<file path="config.mk">
export PLATFORM = sky130hd
export DESIGN_NAME = intc_pair_prio
export DESIGN_NICKNAME = d
export VERILOG_FILES = /design/src/rtl/intc_pair_prio.sv
export SDC_FILE = /design/constraint.sdc
export NUM_CORES = 1
export LEC_CHECK = 0
export BUFFER_PORTS_ARGS = -buffer_cell sky130_fd_sc_hd__buf_4
export CAP_MARGIN = 0
export CORE_UTILIZATION = 48
export DETAILED_ROUTE_END_ITERATION = 10
export PLACE_DENSITY = 0.69
export SKIP_CTS_REPAIR_TIMING = 1
export SLEW_MARGIN = 20
export SYNTH_ARGS = -nofsm -noshare
export SYNTH_HDL_FRONTEND = slang
export SYNTH_SLANG_ARGS = --single-unit
</file>
<file path="constraint.sdc">
create_clock -name clk -period 14.45 [get_ports clk]
set_input_delay 2.89 -clock clk [delete_from_list [all_inputs] [get_ports clk]]
set_output_delay 2.89 -clock clk [all_outputs]
set_load 0.1 [all_outputs]
</file>
<file path="src/rtl/intc_pair_prio.sv">
module intc_pair_prio #(
  parameter int NPAIR = 6,
  parameter int NLVL  = 4,
  parameter int NEXT  = 7,
  parameter int NEVT  = 7,
  parameter int AW    = 3,
  parameter int DW    = 8,
  parameter int VW    = 8
) (
  input  logic              clk,
  input  logic              rst_n,
  input  logic [NEXT-1:0]   ext_pin,
  input  logic [NEVT-1:0]   int_evt,
  input  logic              wr_en,
  input  logic [AW-1:0]     wr_addr,
  input  logic [DW-1:0]     wr_data,
  input  logic              ack,
  input  logic              reti,
  output logic              irq,
  output logic [VW-1:0]     vec,
  output logic [2*NPAIR-1:0] flag_clr
);
  localparam int NSRC = 2 * NPAIR;
  localparam int IW   = $clog2(NSRC);
  localparam int PW   = $clog2(NPAIR);
  localparam int LW   = $clog2(NLVL);

  logic [NEXT-1:0]  pin_s, pin_p, fall, rise;
  logic [NSRC-1:0]  flag, en, set_v, swclr, hwclr, clrable, elig;
  logic             ea;
  logic [NPAIR-1:0] ip0, ip1;
  logic [3:0]       mode;
  logic [NLVL-1:0]  ins, ins_n;
  logic             irq_q, take;
  logic [VW-1:0]    vec_q;
  logic [IW-1:0]    win_q;

  logic             found, busy, req_c;
  logic [LW-1:0]    best_lv, top_lv, win_lv;
  logic [IW-1:0]    best_ix;
  logic [PW-1:0]    win_pr;

  assign fall = pin_p & ~pin_s;
  assign rise = ~pin_p & pin_s;

  assign set_v[0]  = mode[0] ? fall[0] : ~pin_s[0];
  assign set_v[1]  = int_evt[0];
  assign set_v[2]  = mode[1] ? fall[1] : ~pin_s[1];
  assign set_v[3]  = int_evt[1];
  assign set_v[4]  = int_evt[2] | int_evt[3];
  assign set_v[5]  = int_evt[4] | int_evt[5];
  assign set_v[6]  = int_evt[6];
  assign set_v[7]  = mode[2] ? rise[2] : fall[2];
  assign set_v[8]  = mode[3] ? rise[3] : fall[3];
  assign set_v[9]  = rise[4];
  assign set_v[10] = rise[5];
  assign set_v[11] = rise[6];

  assign clrable = {6'h3F, 2'b00, 1'b1, mode[1], 1'b1, mode[0]};

  always_comb begin
    swclr = '0;
    if (wr_en && wr_addr == 3'd5) swclr[NPAIR-1:0]    = wr_data[NPAIR-1:0];
    if (wr_en && wr_addr == 3'd6) swclr[NSRC-1:NPAIR] = wr_data[NPAIR-1:0];
  end

  assign take    = ack & irq_q;
  assign win_pr  = (win_q >= IW'(NPAIR)) ? PW'(win_q - IW'(NPAIR)) : PW'(win_q);
  assign win_lv  = {ip1[win_pr], ip0[win_pr]};
  assign hwclr   = take ? ((NSRC'(1) << win_q) & clrable) : '0;
  assign flag_clr = hwclr;
  assign elig    = flag & en & {NSRC{ea}};

  always_comb begin
    found   = 1'b0;
    best_lv = '0;
    best_ix = '0;
    for (int k = 0; k < NSRC; k++) begin
      logic [PW-1:0] p;
      logic [IW-1:0] ix;
      logic [LW-1:0] lv;
      p  = PW'(k >> 1);
      ix = k[0] ? IW'((k >> 1) + NPAIR) : IW'(k >> 1);
      lv = {ip1[p], ip0[p]};
      if (elig[ix] && (!found || lv > best_lv)) begin
        found   = 1'b1;
        best_lv = lv;
        best_ix = ix;
      end
    end
  end

  always_comb begin
    busy   = 1'b0;
    top_lv = '0;
    for (int l = 0; l < NLVL; l++)
      if (ins[l]) begin
        busy   = 1'b1;
        top_lv = LW'(l);
      end
  end

  assign req_c = found && (!busy || best_lv > top_lv);

  always_comb begin
    ins_n = ins;
    if (reti && busy) ins_n[top_lv] = 1'b0;
    if (take)         ins_n[win_lv] = 1'b1;
  end

  function automatic logic [VW-1:0] vaddr(input logic [IW-1:0] s);
    if (s < IW'(NPAIR)) return VW'(8'h03 + 8 * int'(s));
    return VW'(8'h43 + 8 * (int'(s) - NPAIR));
  endfunction

  always_ff @(posedge clk) begin
    if (!rst_n) begin
      pin_s <= '1;
      pin_p <= '1;
      flag  <= '0;
      en    <= '0;
      ea    <= 1'b0;
      ip0   <= '0;
      ip1   <= '0;
      mode  <= '0;
      ins   <= '0;
      irq_q <= 1'b0;
      vec_q <= '0;
      win_q <= '0;
    end else begin
      pin_s <= ext_pin;
      pin_p <= pin_s;
      flag  <= (flag & ~swclr & ~hwclr) | set_v;
      ins   <= ins_n;
      irq_q <= take ? 1'b0 : req_c;
      vec_q <= vaddr(best_ix);
      win_q <= best_ix;
      if (wr_en) begin
        case (wr_addr)
          3'd0: begin en[NPAIR-1:0] <= wr_data[NPAIR-1:0]; ea <= wr_data[7]; end
          3'd1: en[NSRC-1:NPAIR] <= wr_data[NPAIR-1:0];
          3'd2: ip0  <= wr_data[NPAIR-1:0];
          3'd3: ip1  <= wr_data[NPAIR-1:0];
          3'd4: mode <= wr_data[3:0];
          default: ;
        endcase
      end
    end
  end

  assign irq = irq_q;
  assign vec = vec_q;
endmodule

</file>
==> impl_metrics.ini <==
[run_status]
status = finished clean

[yosys]
synth_area_leaders = dfxtp_1 33%, mux2i_1 9.0%, nor2_1 6.6%, ha_1 5.2%, nand2_1 3.4%
synthDistinctLibCells = 72
ys_warn_count = 0
synth_edf_count = 0
synth_simple_gate_area_share_pct = 24.4
synthXorXnorAreaFrac_pct = 0
syn_area_sq_um = 4130
yosysTopAreaCellShare_pct = 33.5
synth_area_per_cell_sq_um = 8.46
muxShareOfSynthArea_pct = 11.4
synth_compound_gate_area_share_pct = 20.6
synth_top_family_by_area = simple AND/OR/NAND/NOR gates
yosysSeqAreaShare_pct = 33.5
synth_seq_cells = 69
synth_fa_ha_area_share_pct = 5.64
postSynthCellCount = 488
async_flop_share_pct = 0
ys.flop_type = dfxtp_1
synth_top_cell_by_area = dfxtp_1

[cts]
cts_tree = built
path_clk_slew_ns = 0.08
cts.htree.levels = 3
clock_path_buffers = 2
insertion_delay_ns = 0.35
ctsRootBufferMaster = clkbuf_8
cts_buffers = 9
cts_sinks = 69

[power_and_ir_drop]
powerDensity_nw_per_um2 = 75.4
leakage_nw = 2.08
vdd_drop_max_mv = 0.0833
fin_total_pwr_mw = 0.377

[drt]
postRouteAntennaNets = 0
drt-pass1-iter-count = 5
drc = 0
vias = 3756
avgViaCountPerCell = 5.67
wl_per_cell_microns = 15.7
drt_wl_total_microns = 10400
drt_iter0_drc = 170

[global_routing]
met2_usage_pct = 40.6
grtUsageMet1_pct = 30.6
grt_max_degree = 46
grt-ovfl-total = 0
grt_pass1_vias = 3525
grt_util_met3_pct = 4.51
grt_pass1_wl_microns = 16700
track_usage_pct = 24.2
grt_antenna_before_repair = 0
grt_most_used_layer = met2

[floorplanning]
die_h_microns = 94.7
core_sq_um = 8260
fp.dieW_microns = 94.7
die_area_sq_um = 8970
num_rows = 33
ios = 51
start_util_pct = 50.0

[finish]
final_nets = 600
syn2layout_area_growth_pct = 21.1
n_fill_cell = 748
layout_commonest_cell = buf_4
drive_gt1_share_pct = 25.4
final_cell_mix = 73 x buf_4, 69 x nor2_1, 65 x dfxtp_1
diodes = 0

[setup_path]
arrival_ns = 13.90
crit_family = compound AO/OA/AOI/OAI gates
cpMostUsedCell = ha_1
cp_num_buf_inv = 4
path_depth = 67
path_max_fanout = 6
rr_startpoint = flag[6]
start_kind = flop
max_stage_delay_ns = 0.43
endpoint_kind = flop
r2r_end = vec[7]
reg2reg_slack_ns = 0.79
cp_slowest_cell = or3b_4
r2r.worst_path.cells = 67
crit_type = reg2reg
cp.required_ns = 14.69

[timing]
slew_headroom_pct = 39.1
skew_ns = 0.0139
tightest_slew_ns = 0.911
timing.final.crit_share_pct = 94.6
period_needed_ns = 13.66
slew_violations = 0
setup_viol = 0
hold_violations = 0
postLayoutSetupSlackWorst_ns = 0.787
max_freq_mhz = 73.2

[placed_design]
place.port_buffers = 46
preCtsSetupSlack_ns = -0.0272
gp_congestion = 0.840
dp.final_hpwl_microns = 7850

[hold_path]
hold_depth = 1
min_path_type = reg2reg
min_from = pin_s[6]
hold_end = pin_p[6]

[run]
maxCapViolations = 0
how the worst max path moves through the flow:
| stage | end | slack [ns] | startpoint |
|---|---|---|---|
| global route | vec[7] | -0.08 | flag[6] |
| floorplan | vec[7] | 0.95 | ea |
| detailed placement | vec[7] | -0.03 | flag[6] |
| finish | vec[7] | 0.79 | flag[6] |
| CTS | vec[7] | -0.08 | flag[6] |
| global placement | vec[7] | 0.29 | flag[6] |
metrics by stage:
stage                     hold slack, ns  cell area [sq um]  setup TNS (ns)  instances  utilization (%)
after floorplan                    0.402               4140               0        490                -
after detailed placement           0.421               4620         -0.0272        634             55.9
after global routing               0.449               5000         -0.0774        663             60.5
after global placement             0.411               4620               0        634             55.9
final                              0.437               5000               0        663             60.5
after CTS                          0.440               4790         -0.0758        650             58.0
power breakdown:
group          switching, mW  total, mW  internal [mW]
sequential           0.00622      0.202          0.196
combinational         0.0210     0.0349         0.0139
clock                 0.0734      0.140         0.0662
total                  0.101      0.377          0.276
cell families (layout without fill, tap and decap cells):
group           after synthesis  count (layout)
simple gates                207             207
compound gates              105             105
fa+ha+maj                    19              19
other cells                   1               3
buf+inv                      43             111
flops                        69              69
mux                          44              44
flip-flops by register name, indices dropped and copies added (netlist names):
register / flops
ea: 1
en: 12
flag: 12
ins: 4
ip0: 6
ip1: 6
irq: 1
mode: 4
pin_p: 7
pin_s: 7
vec: 5
win_q: 4
routing by layer:
layer  part of all wire, %  wire (microns)
met4                   1.7             175
met3                   4.1             430
met5                     0               0
met2                    48            5020
met1                    46            4800
area by class of cell:
class | count | area (sq um) | area share, %
Clock inverter | 6 | 38.8 | 0.776
Clock buffer | 10 | 138 | 2.75
Timing Repair Buffer | 73 | 548 | 11.0
Sequential cell | 69 | 1390 | 27.7
Tap cell | 105 | 131 | 2.63
Inverter | 22 | 82.6 | 1.65
Multi-Input combinational cell | 378 | 2670 | 53.5
worst register-to-register path: cells and delay by family, from the launching register on:
kind            cells  cell delay, ns
flops               1            0.36
buf+inv             4            0.31
mux                 4            1.24
fa+ha+maj          14            3.93
simple gates       22            3.33
compound gates     23            4.41
cells in the mapped netlist (all sizes together), types with 4 or more instances:
| cell | n |
|---|---|
| a2111oi | 4 |
| a211oi | 4 |
| a21o | 5 |
| a21oi | 23 |
| a22o | 4 |
| a22oi | 5 |
| a31oi | 6 |
| and2 | 4 |
| and3 | 8 |
| buf | 8 |
| clkbuf | 13 |
| dfxtp | 69 |
| ha | 17 |
| inv | 22 |
| mux2 | 6 |
| mux2i | 37 |
| nand2 | 37 |
| nand2b | 21 |
| nand3 | 22 |
| nor2 | 74 |
| nor2b | 11 |
| nor3 | 11 |
| nor3b | 4 |
| o211ai | 4 |
| o21a | 4 |
| o21ai | 16 |
| o22ai | 6 |
| o31ai | 4 |
| or3 | 4 |
Note: power is estimated with default switching activity, not from simulation.
